`config.mk`:
```
export PLATFORM = sky130hd
export DESIGN_NAME = dram_seq
export DESIGN_NICKNAME = d
export VERILOG_FILES = /design/src/rtl/dseq_pkg.sv /design/src/rtl/dseq_prech.sv /design/src/rtl/dseq_half.sv /design/src/rtl/dseq_fsm.sv /design/src/rtl/dram_seq.sv
export SDC_FILE = /design/constraint.sdc
export NUM_CORES = 1
export LEC_CHECK = 0
export ABC_CLOCK_PERIOD_IN_PS = 4750
export BUFFER_PORTS_ARGS = -buffer_cell sky130_fd_sc_hd__buf_4
export CORE_MARGIN = 1
export CORE_UTILIZATION = 49
export DETAILED_ROUTE_END_ITERATION = 8
export GPL_TIMING_DRIVEN = 0
export PLACE_DENSITY_LB_ADDON = 0.2
export SYNTH_ARGS = -nofsm -noshare
export SYNTH_HDL_FRONTEND = slang
export SYNTH_SLANG_ARGS = --single-unit
```
`constraint.sdc`:
```
create_clock -name clk -period 4.75 [get_ports clk]
set_input_delay 0.475 -clock clk [delete_from_list [all_inputs] [get_ports clk]]
set_output_delay 0.475 -clock clk [all_outputs]
set_load 0.02 [all_outputs]
```
`src/rtl/dseq_pkg.sv`:
```
package dseq_pkg;

  typedef enum logic [1:0] {
    ST_IDLE = 2'd0,
    ST_ACC  = 2'd1,
    ST_HOLD = 2'd2,
    ST_REF  = 2'd3
  } seq_st_e;

  typedef enum logic [1:0] {
    SEL_ROW = 2'd0,
    SEL_COL = 2'd1,
    SEL_REF = 2'd2
  } addr_sel_e;

  // Cycles of RAS-high required before the next RAS fall.
  function automatic int unsigned prech_need(input logic prech_n,
                                             input int unsigned short_c,
                                             input int unsigned long_c);
    return prech_n ? short_c : long_c;
  endfunction

endpackage

```
`src/rtl/dseq_prech.sv`:
```
module dseq_prech
  import dseq_pkg::*;
#(
  parameter int PRE_SHORT = 3,
  parameter int PRE_LONG  = 4
) (
  input  logic clk,
  input  logic rst,
  input  logic ras_rise,
  input  logic ras_n,
  input  logic prech_n,
  output logic prech_ok
);
  localparam int CW = $clog2(PRE_LONG + 1);
  localparam logic [CW-1:0] SAT = '1;

  logic [CW-1:0] hi_cnt;
  logic [CW-1:0] need;

  // Counts rising edges seen with RAS high; saturates.
  always_ff @(posedge clk) begin
    if (rst) begin
      hi_cnt <= SAT;
    end else if (ras_rise) begin
      hi_cnt <= CW'(1);
    end else if (ras_n && (hi_cnt != SAT)) begin
      hi_cnt <= hi_cnt + 1'b1;
    end
  end

  assign need     = CW'(prech_need(prech_n, PRE_SHORT, PRE_LONG));
  assign prech_ok = (hi_cnt >= need);

endmodule

```
`src/rtl/dseq_half.sv`:
```
module dseq_half (
  input  logic clk,
  input  logic rst,
  input  logic idle_ok,
  input  logic refresh_req,
  input  logic in_acc,
  input  logic hold_n,
  input  logic cas_arm,
  output logic ref_take,
  output logic col_half,
  output logic cas_n
);
  // Falling-edge stage: refresh sampling, half-cycle row hold, CAS.
  always_ff @(negedge clk) begin
    if (rst) begin
      ref_take <= 1'b0;
      col_half <= 1'b0;
      cas_n    <= 1'b1;
    end else begin
      ref_take <= idle_ok & refresh_req;
      col_half <= in_acc & hold_n;
      cas_n    <= ~cas_arm;
    end
  end

endmodule

```
`src/rtl/dseq_fsm.sv`:
```
module dseq_fsm
  import dseq_pkg::*;
#(
  parameter int RAS_LEN = 4
) (
  input  logic    clk,
  input  logic    rst,
  input  logic    req_n,
  input  logic    page_n,
  input  logic    prech_ok,
  input  logic    ref_take,
  output seq_st_e state,
  output logic    ras_n,
  output logic    grant,
  output logic    ack_n,
  output logic    cas_arm,
  output logic    col_full,
  output logic    refresh_done,
  output logic    ras_rise
);
  localparam int TW = $clog2(RAS_LEN + 1);

  logic [TW-1:0] tcnt, tcnt_d;
  seq_st_e       st_d;
  logic          ras_d, gnt_d, ack_d, arm_d, col_d, done_d;
  logic          ras_end;

  function automatic logic [TW-1:0] tick(input logic [TW-1:0] t);
    return (t == TW'(RAS_LEN)) ? t : t + 1'b1;
  endfunction

  assign ras_end = (tcnt == TW'(RAS_LEN));

  always_comb begin
    st_d     = state;
    ras_d    = ras_n;
    gnt_d    = grant;
    ack_d    = ack_n;
    arm_d    = cas_arm;
    col_d    = col_full;
    done_d   = 1'b0;
    ras_rise = 1'b0;
    tcnt_d   = tick(tcnt);
    unique case (state)
      ST_IDLE: begin
        tcnt_d = '0;
        if (ref_take) begin
          st_d   = ST_REF;
          ras_d  = 1'b0;
          tcnt_d = TW'(1);
        end else if (prech_ok && !req_n) begin
          st_d   = ST_ACC;
          ras_d  = 1'b0;
          gnt_d  = 1'b1;
          tcnt_d = TW'(1);
        end
      end
      ST_ACC: begin
        if ((tcnt == TW'(1)) && !req_n) begin
          arm_d = 1'b1;
          col_d = 1'b1;
        end
        if (req_n) begin
          gnt_d = 1'b0;
          arm_d = 1'b0;
          ack_d = 1'b1;
        end
        if (ras_end) begin
          if (!req_n) ack_d = 1'b0;
          if (page_n || req_n) begin
            ras_d    = 1'b1;
            ras_rise = 1'b1;
            if (req_n) begin
              st_d  = ST_IDLE;
              col_d = 1'b0;
            end else begin
              st_d = ST_HOLD;
            end
          end
        end
      end
      ST_HOLD: begin
        if (req_n) begin
          gnt_d = 1'b0;
          arm_d = 1'b0;
          ack_d = 1'b1;
          col_d = 1'b0;
          st_d  = ST_IDLE;
        end
      end
      ST_REF: begin
        if (ras_end) begin
          ras_d    = 1'b1;
          ras_rise = 1'b1;
          done_d   = 1'b1;
          st_d     = ST_IDLE;
        end
      end
      default: st_d = ST_IDLE;
    endcase
  end

  always_ff @(posedge clk) begin
    if (rst) begin
      state        <= ST_IDLE;
      ras_n        <= 1'b1;
      grant        <= 1'b0;
      ack_n        <= 1'b1;
      cas_arm      <= 1'b0;
      col_full     <= 1'b0;
      refresh_done <= 1'b0;
      tcnt         <= '0;
    end else begin
      state        <= st_d;
      ras_n        <= ras_d;
      grant        <= gnt_d;
      ack_n        <= ack_d;
      cas_arm      <= arm_d;
      col_full     <= col_d;
      refresh_done <= done_d;
      tcnt         <= tcnt_d;
    end
  end

endmodule

```
`src/rtl/dram_seq.sv`:
```
module dram_seq
  import dseq_pkg::*;
#(
  parameter int RAS_LEN   = 4,
  parameter int PRE_SHORT = 3,
  parameter int PRE_LONG  = 4
) (
  input  logic       clk,
  input  logic       rst,
  input  logic       req_n,
  input  logic       page_n,
  input  logic       prech_n,
  input  logic       hold_n,
  input  logic       refresh_req,
  output logic       ras_n,
  output logic       cas_n,
  output logic       grant,
  output logic       ack_n,
  output logic       ack_oe,
  output logic [1:0] addr_sel,
  output logic       refresh_done
);
  seq_st_e   state;
  addr_sel_e sel;
  logic      prech_ok, ref_take, ras_rise, cas_arm, col_full, col_half;
  logic      idle_ok, in_acc;

  assign idle_ok = (state == ST_IDLE) && prech_ok;
  assign in_acc  = (state == ST_ACC) || (state == ST_HOLD);

  dseq_prech #(
    .PRE_SHORT(PRE_SHORT),
    .PRE_LONG (PRE_LONG)
  ) u_prech (
    .clk     (clk),
    .rst     (rst),
    .ras_rise(ras_rise),
    .ras_n   (ras_n),
    .prech_n (prech_n),
    .prech_ok(prech_ok)
  );

  dseq_fsm #(
    .RAS_LEN(RAS_LEN)
  ) u_fsm (
    .clk         (clk),
    .rst         (rst),
    .req_n       (req_n),
    .page_n      (page_n),
    .prech_ok    (prech_ok),
    .ref_take    (ref_take),
    .state       (state),
    .ras_n       (ras_n),
    .grant       (grant),
    .ack_n       (ack_n),
    .cas_arm     (cas_arm),
    .col_full    (col_full),
    .refresh_done(refresh_done),
    .ras_rise    (ras_rise)
  );

  dseq_half u_half (
    .clk        (clk),
    .rst        (rst),
    .idle_ok    (idle_ok),
    .refresh_req(refresh_req),
    .in_acc     (in_acc),
    .hold_n     (hold_n),
    .cas_arm    (cas_arm),
    .ref_take   (ref_take),
    .col_half   (col_half),
    .cas_n      (cas_n)
  );

  always_comb begin
    if (ref_take || (state == ST_REF)) sel = SEL_REF;
    else if (in_acc && (col_full || col_half)) sel = SEL_COL;
    else sel = SEL_ROW;
  end

  assign addr_sel = sel;
  assign ack_oe   = ~req_n;

endmodule

```
# Word-level counts from Yosys, hierarchy flattened
# Cells that the tools add are included.
# classes
addsub,2
n_bitwise,5
n_reduce_logical,23
eq_ne,16
order_cmp,1
muxes,43
# ops
operator,count
two-way mux 1 bit,22
two-way mux 3 bit,6
two-way mux 2 bit,8
"inequality test 2 x 1 -> 1 bit, second input constant",5
case mux 1 bit (2 select lines),5
AND reduction 5 bit,2
case mux 2 bit (4 select lines),1
"adder 3 x 1 -> 3 bit, second input constant",2
"inequality test 2 bit, second input constant",3
nonzero test 2 bit,3
OR reduction 2 bit,3
logical AND 1 bit,5
"== test 2 bit, second input constant",2
logical OR 1 bit,4
AND reduction 4 bit,1
"== test 3 x 1 -> 1 bit, second input constant",1
"== test 3 bit, second input constant",1
>= comparator 3 bit,1
"inequality test 3 x 1 -> 1 bit, second input constant",1
"inequality test 3 x 2 -> 1 bit, second input constant",1
"inequality test 3 bit, second input constant",1
NOT 1 bit,3
case mux 1 bit (3 select lines),1
AND reduction 3 bit,1
6 further kinds,7
# totals
wordCells,103
ff_bits,17
output_inout_bits,8

# Depth between registers and ports, before layout
# Gate-level depths: netlist (run 1).
# logic_depth
depth_word,7
ltp_mapped,7

# Hierarchy
# A second synthesis (run 1) with hierarchy kept.
# hier_totals
cells_unflattened,108
hier_area_um2,998.5
# modules_own_cells
mod,area_each_um2,instances,seq_area_each_um2,cells_per_inst
dseq_fsm,635.6,1,220.2,70
dseq_prech,215.2,1,60.1,22
dseq_half,87.6,1,60.1,7
dram_seq,60.1,1,0.0,9

==> summary.md, run 1 <==
| Metric | Value |
|---|---|
| H-tree levels | `1` |
| Most frequent cell after synthesis | `dfxtp_1` |
| Max Transition Viols Final | `0` |
| Yosys top cell by area | `dfxtp_1` |
| Setup repair after global routing missed its margin | `no` |
| WL final | `1.86 mm` |
| Slew @ Worst Pin | `0.441 ns` |
| Cells after Synth | `108` |
| Diodes inserted | `0` |
| Layout cell share with drive strength beyond 1 | `18.3%` |
| I/O Buffers | `12` |
| Hold Crit Class | `reg2reg` |
| First-pass GRT wire length | `3.14 mm` |
| Number of global-route vias before repair | `747` |
| Arr. time, crit path | `3.73 ns` |
| Post-synthesis cell area | `981 um^2` |
| Synth warn | `0` |
| Max-cap violations | `0` |
| CTS resizes | `0` |
| DP Worst Slack | `0.753 ns` |
| Clk slew on worst S/H paths | `0.10 ns` |
| Worst hold path endpoint | `u_fsm.ack_n$_SDFFE_PP1N_` |
| Cell Pwr Density | `528 nW/um^2` |
| Clock skew | `0.0639 ns` |
| Worst r2r path cells | `4` |
| Wirelength per Cell | `12.3 um` |
| Post-Synthesis Net Count | `127` |
| DR pass1 iterations | `4` |
| GR Overflow Total | `0` |
| Detailed-route via count | `790` |
| Initial Util | `54.4%` |
| Gr usage total | `20.6%` |
| Post-synth top cells | `17 x dfxtp_1, 12 x ha_1, 10 x inv_1, 8 x nor2_1` |
| GP Congestion | `0.772` |
| Fin. Hold Viols | `0` |
| DP Wirelength | `1.50 mm` |
| Hold_sp | `u_fsm.ack_n$_SDFFE_PP1N_` |
| Hold depth | `2` |
| Post-synthesis sequential area ratio | `34.7%` |
| Number of synthesized flops with an enable pin | `0` |
| Final instance area | `1140 um^2` |
| Maximum vdd drop | `0.294 mV` |
| Largest net degree at the start of global routing | `11` |
| Worst-path maximum fanout | `4` |
| DRC Markers | `0` |
| Initial antenna violation count | `0` |
| Top-area cell type share of the netlist area | `34.7%` |
| Core area | `1800 um^2` |
| Die Ht | `46.7 um` |
| Filler Cell Count | `186` |
| Synth top area cells | `dfxtp_1 35%, ha_1 15%, mux2i_1 4.1%` |
| CTS Buffer Depth | `2` |
| Leakage | `0.521 nW` |
| Rows | `15` |
| Reg2reg start | `u_half.ref_take$_SDFF_NP0_` |
| Status | `complete, no violations` |
| Final setup margin | `0.546 ns` |
| Worst reg2reg endpoint | `u_fsm.state[1]$_SDFFE_PP0P_` |
| Post-place instance area | `1100 um^2` |
| Clk root buf | `clkbuf_4` |
| Crit start category | `register` |
| Setup-failing EPs final | `0` |
| Synthesized area per cell | `9.08 um^2` |
| Synth Flop Type | `dfxtp_1` |
| Synthesized flop and latch total | `17` |
| CTS tree | `yes` |
| Inserted Clock Buffers | `3` |
| Clock latency at the later pin of the worst-skew pair | `0.35 ns` |
| Synth async-reset ratio | `0%` |
| Routed Antenna Nets | `0` |
| Clock sinks | `17` |
| Required time worst endpoint | `4.28 ns` |
| Fin nets | `146` |
| Layout area overhead | `15.8%` |
| Kind of critical path | `reg2out` |
| Avg Vias per Cell | `5.23` |
| Post CTS Setup Buffer Count | `0` |
| DRT iter0 DRCs | `14` |
| Chip Width | `46.7 um` |
| Worst rel slew slack | `70.6%` |
| Die ar. | `2180 um^2` |
| Crit path capture type | `primary output` |
| Sum Neg Setup Slack | `0 ns` |
| Hold_buf cts | `0` |
| Worst reg2reg setup slack | `0.93 ns` |
| Ports | `15` |
| Netlist cell types | `32` |
cells in the final DEF, fill, tap and decap left out, types with 3 or more instances in the layout:
cell type / n
nor3_1: 5
o21ai_0: 5
buf_4: 12
ha_1: 12
mux2i_1: 4
inv_1: 12
clkbuf_4: 3
nand2b_1: 5
a21oi_1: 6
a31oi_1: 4
nor2_1: 8
dfxtp_1: 17
nand2_1: 6
final cells by class:
class                           instances  area, um^2  area share (%)
Multi-Input combinational cell         77         586            51.5
Timing Repair Buffer                   12        90.1            7.93
Clock inverter                          4        15.0            1.32
Inverter                                9        33.8            2.97
Sequential cell                        17         340            30.0
Buffer                                  4        17.5            1.54
Tap cell                               25        31.3            2.75
Clock buffer                            3        22.5            1.98
routing by layer:
metal  global-route usage, %  vias to the layer above  share of wire [%]
li1                        -                      411                  -
met1                    25.2                      362                 49
met2                    35.6                       15                 46
met3                    5.77                        2                4.2
met4                    5.14                        0               0.64
met5                       0                        -                  0
worst max-delay path by stage:
stage,start,slack [ns],depth (start not counted),endpoint
6_report,u_half.ref_take$_SDFF_NP0_,0.55,3,addr_sel[0]
5_1_grt,u_half.ref_take$_SDFF_NP0_,0.48,3,addr_sel[0]
4_1_cts,u_half.ref_take$_SDFF_NP0_,0.55,3,addr_sel[0]
3_5_place_dp,prech_n,0.75,5,u_half.ref_take$_SDFF_NP0_
3_3_place_gp,prech_n,0.76,5,u_half.ref_take$_SDFF_NP0_
2_1_floorplan,u_half.ref_take$_SDFF_NP0_,0.69,2,addr_sel[0]
registers in the layout (all words and copies together) (netlist names):
signal,flops
u_half.col_half,1
u_fsm.ras_n,1
u_half.cas_n,1
u_fsm.state,2
u_half.ref_take,1
u_fsm.ack_n,1
u_fsm.grant,1
u_fsm.col_full,1
u_prech.hi_cnt,3
u_fsm.tcnt,3
u_fsm.refresh_done,1
u_fsm.cas_arm,1
through the flow:
step	power, mW	util (%)	hold WS, ns	std cells
after floorplan	0.448	-	0.442	108
after global placement	0.507	61.2	0.456	145
after detailed placement	0.523	61.2	0.472	145
after CTS	0.606	63.1	0.486	151
after global routing	0.659	63.1	0.513	151
final	0.600	63.1	0.481	151
cells by family after synthesis:
logic type / Yosys count / share of synthesized area, %
flip-flops: 17 / 34.7
AO/OA/AOI/OAI: 21 / 14.9
adder cells (fa/ha/maj): 12 / 15.3
AND/OR/NAND/NOR: 37 / 22.1
buffers and inverters: 14 / 5.61
XOR/XNOR: 2 / 1.79
multiplexers: 5 / 5.61
report_power, final:
part	total, mW	switching, mW	internal, mW
clock network	0.0858	0.0519	0.0338
registers	0.207	0.0263	0.181
logic	0.307	0.163	0.144
critical path, stage by stage, from the launching register on:
cell and delay, ns:
dfxtp_1 0.33, or2_2 0.32, nor3b_1 0.19, buf_4 0.17
Note: power is estimated with default switching activity, not from simulation.
==> inputs of run 2 (changes only) <==
Settings changed: CORE_ASPECT_RATIO set to 1.1.
==> run 2 against run 1 <==
  * Clock-buffer cell count is the same
  * Clock skew shrank 0.00067 ns
  * Sequential power is essentially flat
  * Worst hold slack lost 0.013 ns
  * Sequential share of layout area shrank 0.74 points
  * Critical path type unchanged
  * Critical endpoint unchanged
==> summary.md, run 2 (synthesis gave the netlist of run 1 again) <==
| Metric | Value |
|---|---|
| Core area | `1820 um^2 (was 1800 um^2)` |
| Layout area overhead | `18.8% (was 15.8%)` |
| Clock skew | `0.0632 ns (was 0.0639 ns)` |
| Worst rel slew slack | `69.4% (was 70.6%)` |
| Cell Pwr Density | `552 nW/um^2 (was 528 nW/um^2)` |
| Initial Util | `53.8% (was 54.4%)` |
| Crit-path leading delay family | `simple AND/OR/NAND/NOR gates (unchanged)` |
| DRC Markers | `0 (unchanged)` |
| Worst reg2reg endpoint | `u_fsm.state[1]$_SDFFE_PP0P_ (unchanged)` |
| Avg Vias per Cell | `5.14 (was 5.23)` |
| Layout cell share with drive strength beyond 1 | `19.0% (was 18.3%)` |
| WL final | `1.76 mm (was 1.86 mm)` |
| Largest net degree at the start of global routing | `11 (unchanged)` |
| Crit path capture type | `primary output (unchanged)` |
| H-tree levels | `1 (unchanged)` |
| Setup-failing EPs final | `0 (unchanged)` |
| Worst r2r path cells | `4 (unchanged)` |
| Setup repair after global routing missed its margin | `no (unchanged)` |
| Rows | `16 (was 15)` |
| I/O Buffers | `12 (unchanged)` |
| First-pass GRT wire length | `2.96 mm (was 3.14 mm)` |
| Initial antenna violation count | `0 (unchanged)` |
| Worst-path maximum fanout | `4 (unchanged)` |
| Diodes inserted | `0 (unchanged)` |
| Status | `complete, no violations (unchanged)` |
| Fin. Hold Viols | `0 (unchanged)` |
| Arr. time, crit path | `3.70 ns (was 3.73 ns)` |
| Wirelength per Cell | `11.5 um (was 12.3 um)` |
| Kind of critical path | `reg2out (unchanged)` |
| Final Util | `63.9% (was 63.1%)` |
| GR Overflow Total | `0 (unchanged)` |
| CTS resizes | `0 (unchanged)` |
| CP bufs+invs | `1 (unchanged)` |
| Number of global-route vias before repair | `728 (was 747)` |
| Leakage | `0.533 nW (was 0.521 nW)` |
| Fin nets | `146 (unchanged)` |
| Gr usage total | `17.9% (was 20.6%)` |
| Total power | `0.643 mW (was 0.600 mW)` |
| Max-cap violations | `0 (unchanged)` |
| Clock latency at the later pin of the worst-skew pair | `0.35 ns (about the same)` |
| DR pass1 iterations | `4 (unchanged)` |
| Sum Neg Setup Slack | `0 ns (unchanged)` |
| GP Congestion | `0.791 (was 0.772)` |
| Maximum vdd drop | `0.277 mV (was 0.294 mV)` |
| CTS Buffer Depth | `2 (unchanged)` |
| CTS tree | `yes (unchanged)` |
| Clk root buf | `clkbuf_4 (unchanged)` |
| Die ar. | `2180 um^2 (about the same)` |
| Crit start category | `register (unchanged)` |
| Clk slew on worst S/H paths | `0.11 ns (was 0.10 ns)` |
| DRT iter0 DRCs | `13 (was 14)` |
| Detailed-route via count | `786 (was 790)` |
| Commonest non-fill, non-tap cells in the layout | `17 x dfxtp_1, 12 x inv_1, 12 x ha_1, 12 x buf_4, 8 x nor2_1 (unchanged)` |
| CP peak stage delay | `0.32 ns (was 0.33 ns)` |
| Max Transition Viols Final | `0 (unchanged)` |
| DP Wirelength | `1.41 mm (was 1.50 mm)` |
| Chip Width | `44.7 um (was 46.7 um)` |
| Biggest regs | `u_fsm.tcnt x3, u_prech.hi_cnt x3, u_fsm.state x2 (unchanged)` |
| Routed Antenna Nets | `0 (unchanged)` |
| Post CTS Setup Buffer Count | `0 (unchanged)` |
| Hold Crit Class | `reg2reg (unchanged)` |
| Hold depth | `2 (unchanged)` |
| Clock sinks | `17 (unchanged)` |
| Hold_sp | `u_fsm.ack_n$_SDFFE_PP1N_ (unchanged)` |
| Reg2reg start | `u_half.ref_take$_SDFF_NP0_ (unchanged)` |
| CP Cell Sequence | `or2_2 > nor3b_1 > buf_4 (unchanged)` |
| Die Ht | `48.9 um (was 46.7 um)` |
| Worst hold path endpoint | `u_fsm.ack_n$_SDFFE_PP1N_ (unchanged)` |
| Worst reg2reg setup slack | `0.98 ns (was 0.93 ns)` |
| Slew @ Worst Pin | `0.458 ns (was 0.441 ns)` |
| Hold_buf cts | `0 (unchanged)` |
| Inserted Clock Buffers | `3 (unchanged)` |
| Required time worst endpoint | `4.28 ns (about the same)` |
| Slowest cell on crit path | `dfxtp_1 (unchanged)` |
| Most common cell after layout, fill and taps aside | `dfxtp_1 (unchanged)` |
| Ports | `15 (unchanged)` |
[run 2: cell types whose count changed in the layout (fill, tap and decap cells not counted)]
cell / change
bufinv_16: +1
clkinv_1: -1
[run 2: worst max path at each step]
stage / start / end / slack, ns / cells past startpoint
2_1_floorplan: u_half.ref_take$_SDFF_NP0_ / addr_sel[0] / 0.69 / 2
3_3_place_gp: prech_n / u_half.ref_take$_SDFF_NP0_ / 0.78 / 5
3_5_place_dp: prech_n / u_half.ref_take$_SDFF_NP0_ / 0.74 / 5
4_1_cts: u_half.ref_take$_SDFF_NP0_ / addr_sel[0] / 0.56 / 3
5_1_grt: u_half.ref_take$_SDFF_NP0_ / addr_sel[0] / 0.51 / 3
6_report: u_half.ref_take$_SDFF_NP0_ / addr_sel[0] / 0.58 / 3
[run 2: per-stage QoR]
stage | instances | area, um^2 | setup WS (ns) | hold WS, ns
after floorplan | 108 | 981 | 0.691 | 0.442
after global placement | 147 | 1100 | 0.775 | 0.456
after detailed placement | 147 | 1100 | 0.740 | 0.455
after CTS | 153 | 1160 | 0.558 | 0.472
after global routing | 153 | 1160 | 0.512 | 0.519
final | 153 | 1160 | 0.576 | 0.468
[run 2: worst register-to-register path, cell delays in order, from the launching register on]
cell and delay, ns:
dfxtp_1 0.35, nor2b_1 0.09, a221oi_4 0.33, nand3_2 0.14
mux2_4 0.31
[run 2: power breakdown]
group,switching (mW),internal (mW),total (mW)
logic,0.157,0.142,0.298
registers,0.0243,0.181,0.205
clock network,0.0512,0.0885,0.140
total,0.232,0.411,0.643
[run 2: layout make-up]
class                   count  area [um^2]
fillers                   166          657
multi-input cells          77          586
flip-flops and latches     17          340
repair buffers             12         90.1
clock inverters             4         41.3
inverters                   9         33.8
well taps                  27         33.8
clock buffers               3         22.5
plain buffers               4         17.5
[run 2: layer usage]
metal / up-vias / GRT usage (%) / share of wire (%)
met5: - / 0 / 0
met4: 0 / 6.06 / 1.3
met3: 4 / 2.96 / 4.3
met2: 14 / 29.4 / 45
met1: 356 / 23.4 / 50
li1: 412 / - / -
==> inputs of run 3 (changes only) <==
Settings changed: REMOVE_ABC_BUFFERS set to 1, SYNTH_HIERARCHICAL set to 1.
==> run 3 against run 2 <==
  * Worst hold slack improved by 0.0099 ns
  * Global-route usage increased by 0.91 points
  * Design area increased by 0.21%
  * Register-to-register slack improved by 0.02 ns
  * Sequential share of layout area decreased by 0.063 points
  * Synthesized area increased by 1.8%
  * Clock power decreased by 39%
==> summary.md, run 3 <==
| Metric | Value |
|---|---|
| Status | `complete, no violations (unchanged)` |
| Max-cap violations | `0 (unchanged)` |
| Cells after Synth | `108 (unchanged)` |
| Fin nets | `150 (was 146)` |
| First-pass GRT wire length | `3.13 mm (was 2.96 mm)` |
| Max Transition Viols Final | `0 (unchanged)` |
| Post-synthesis sequential area ratio | `34.1% (was 34.7%)` |
| Setup repair after global routing missed its margin | `no (unchanged)` |
| Post-synth top cells | `17 x dfxtp_1, 15 x ha_1, 15 x inv_1, 8 x o21ai_0 (was 17 x dfxtp_1, 12 x ha_1, 10 x inv_1, 8 x nor2_1)` |
| Number of synthesized flops with an enable pin | `0 (unchanged)` |
| I/O Buffers | `14 (was 12)` |
| Avg Vias per Cell | `5.19 (was 5.14)` |
| Hold Crit Class | `in2reg (was reg2reg)` |
| H-tree levels | `1 (unchanged)` |
| DRC Markers | `0 (unchanged)` |
| Slowest cell on crit path | `dfxtp_1 (unchanged)` |
| Synth Flop Type | `dfxtp_1 (unchanged)` |
| Core area | `1840 um^2 (was 1820 um^2)` |
| Cell Pwr Density | `547 nW/um^2 (was 552 nW/um^2)` |
| Final instance area | `1170 um^2 (was 1160 um^2)` |
| Hold_buf cts | `0 (unchanged)` |
| Routed Antenna Nets | `0 (unchanged)` |
| Clk root buf | `clkbuf_4 (unchanged)` |
| Slew @ Worst Pin | `0.422 ns (was 0.458 ns)` |
| Initial antenna violation count | `0 (unchanged)` |
| Post-place instance area | `1130 um^2 (was 1100 um^2)` |
| Final setup margin | `0.776 ns (was 0.576 ns)` |
| DP Wirelength | `1.38 mm (was 1.41 mm)` |
| Synth Area in Simple Gates | `19.0% (was 22.1%)` |
| DP Worst Slack | `0.764 ns (was 0.740 ns)` |
| Inserted Clock Buffers | `3 (unchanged)` |
| GR Overflow Total | `0 (unchanged)` |
| Clock sinks | `17 (unchanged)` |
| CTS tree | `yes (unchanged)` |
| Most frequent cell after synthesis | `dfxtp_1 (unchanged)` |
| Initial Util | `54.2% (was 53.8%)` |
| Required time worst endpoint | `4.28 ns (about the same)` |
| DR pass1 iterations | `4 (unchanged)` |
| Ports | `15 (unchanged)` |
| CP Cell Sequence | `or2_4 > nor2_1 > buf_4 (was or2_2 > nor3b_1 > buf_4)` |
| Maximum vdd drop | `0.307 mV (was 0.277 mV)` |
| Final Util | `63.4% (was 63.9%)` |
| WL final | `1.78 mm (was 1.76 mm)` |
| Crit-path leading delay family | `simple AND/OR/NAND/NOR gates (unchanged)` |
| CP bufs+invs | `1 (unchanged)` |
| Diodes inserted | `0 (unchanged)` |
| Crit path capture type | `primary output (unchanged)` |
| Largest family of logic cells by synthesized area | `simple AND/OR/NAND/NOR gates (unchanged)` |
| Synth warn | `6 (was 0)` |
| Filler Cell Count | `162 (was 166)` |
| Layout cell share with drive strength beyond 1 | `18.1% (was 19.0%)` |
| Synthesized area per cell | `9.24 um^2 (was 9.08 um^2)` |
| Clk slew on worst S/H paths | `0.09 ns (was 0.11 ns)` |
| Wirelength per Cell | `11.5 um (about the same)` |
| CTS Buffer Depth | `2 (unchanged)` |
| Clock skew | `0.0624 ns (was 0.0632 ns)` |
| Rows | `16 (unchanged)` |
| Post-synthesis cell area | `998 um^2 (was 981 um^2)` |
| Clock latency at the later pin of the worst-skew pair | `0.34 ns (was 0.35 ns)` |
| Top-area cell type share of the netlist area | `34.1% (was 34.7%)` |
| Leakage | `0.535 nW (was 0.533 nW)` |
| Fin. Hold Viols | `0 (unchanged)` |
| Yosys top cell by area | `dfxtp_1 (unchanged)` |
| Arr. time, crit path | `3.50 ns (was 3.70 ns)` |
| Worst reg2reg setup slack | `1.00 ns (was 0.98 ns)` |
| Worst rel slew slack | `71.2% (was 69.4%)` |
| Chip Width | `45.0 um (was 44.7 um)` |
| Netlist cell types | `34 (was 32)` |
| Synth Area in Compound Gates | `17.3% (was 14.9%)` |
| Crit start category | `register (unchanged)` |
| Commonest non-fill, non-tap cells in the layout | `17 x inv_1, 17 x dfxtp_1, 15 x ha_1 (was 17 x dfxtp_1, 12 x inv_1, 12 x ha_1, 12 x buf_4, 8 x nor2_1)` |
| Die Ht | `49.3 um (was 48.9 um)` |
| DRT iter0 DRCs | `22 (was 13)` |
| CP peak stage delay | `0.31 ns (was 0.32 ns)` |
| Kind of critical path | `reg2out (unchanged)` |
| Largest net degree at the start of global routing | `19 (was 11)` |
| Dpl cells | `148 (was 147)` |
| Post-route insts no fill | `154 (was 153)` |
| Biggest regs | `u_fsm/tcnt x3, u_prech/hi_cnt x3, u_fsm/state x2 (was u_fsm.tcnt x3, u_prech.hi_cnt x3, u_fsm.state x2)` |
| Synth async-reset ratio | `0% (unchanged)` |
| Worst-path maximum fanout | `3 (was 4)` |
| Gr usage total | `18.8% (was 17.9%)` |
| Adder-Cell Fraction of Synth Area | `18.8% (was 15.3%)` |
| Detailed-route via count | `800 (was 786)` |
| Die ar. | `2220 um^2 (was 2180 um^2)` |
| Setup-failing EPs final | `0 (unchanged)` |
| Number of global-route vias before repair | `774 (was 728)` |
| Post-synthesis xor/xnor area fraction | `1.75% (was 1.79%)` |
| GP Congestion | `0.779 (was 0.791)` |
| Synthesized flop and latch total | `17 (unchanged)` |
| Synth top area cells | `dfxtp_1 34%, ha_1 19%, inv_1 5.6% (was dfxtp_1 35%, ha_1 15%, mux2i_1 4.1%)` |
| Layout area overhead | `16.9% (was 18.8%)` |
| Mux share of post-synthesis cell area | `3.01% (was 5.61%)` |
| Post CTS Setup Buffer Count | `0 (unchanged)` |
| Sum Neg Setup Slack | `0 ns (unchanged)` |
| CTS resizes | `0 (unchanged)` |
-- run 3: final timing paths --
kind / startpoint / end / depth (start not counted)
setup reg to reg: u_half/ref_take$_SDFF_NP0_ / u_fsm/state[1]$_SDFFE_PP0P_ / 4
hold reg to reg: u_fsm/ack_n$_SDFFE_PP1P_ / u_fsm/ack_n$_SDFFE_PP1P_ / 1
hold / removal: rst / u_fsm/state[0]$_SDFFE_PP0P_ / 2
setup / recovery: u_half/ref_take$_SDFF_NP0_ / addr_sel[0] / 3
-- run 3: cell type report --
cell class	count	area, um^2	share of cell area (%)
clock buffer	4	26.3	2.25
clock inverter	3	11.3	0.965
inverter	14	52.6	4.50
multi-input combinational	75	598	51.2
sequential	17	340	29.2
tap	27	33.8	2.89
timing repair buffer	14	105	9.00
-- run 3: where the power goes --
group | internal, mW | switching, mW
Clock | 0.0359 | 0.0489
Combinational | 0.163 | 0.180
Sequential | 0.178 | 0.0318
-- run 3: layer usage --
metal	wire length, um	vias up	GRT usage [%]	share of wire (%)
met5	0	-	0	0
met4	0	0	4.55	0
met3	43	0	4.44	2.4
met2	945	12	33.1	53
met1	789	370	22.2	44
li1	-	418	-	-
-- run 3: logic make-up after synthesis --
| kind of cell | count (synthesis) |
|---|---|
| mux | 3 |
| flops | 17 |
| xor+xnor | 2 |
| compound gates | 25 |
| simple gates | 30 |
| buf+inv | 16 |
| fa+ha+maj | 15 |
-- run 3: metrics by stage --
step,total power [mW],hold slack [ns]
finish,0.638,0.478
global route,0.708,0.483
CTS,0.646,0.470
detailed placement,0.563,0.476
global placement,0.554,0.478
floorplan,0.481,0.467
-- run 3: worst register-to-register path, stage by stage, from the launching register on --
cell	delay, ns
dfxtp_1	0.34
nand2b_1	0.21
o22ai_4	0.11
a2111oi_0	0.44
a211oi_1	0.09
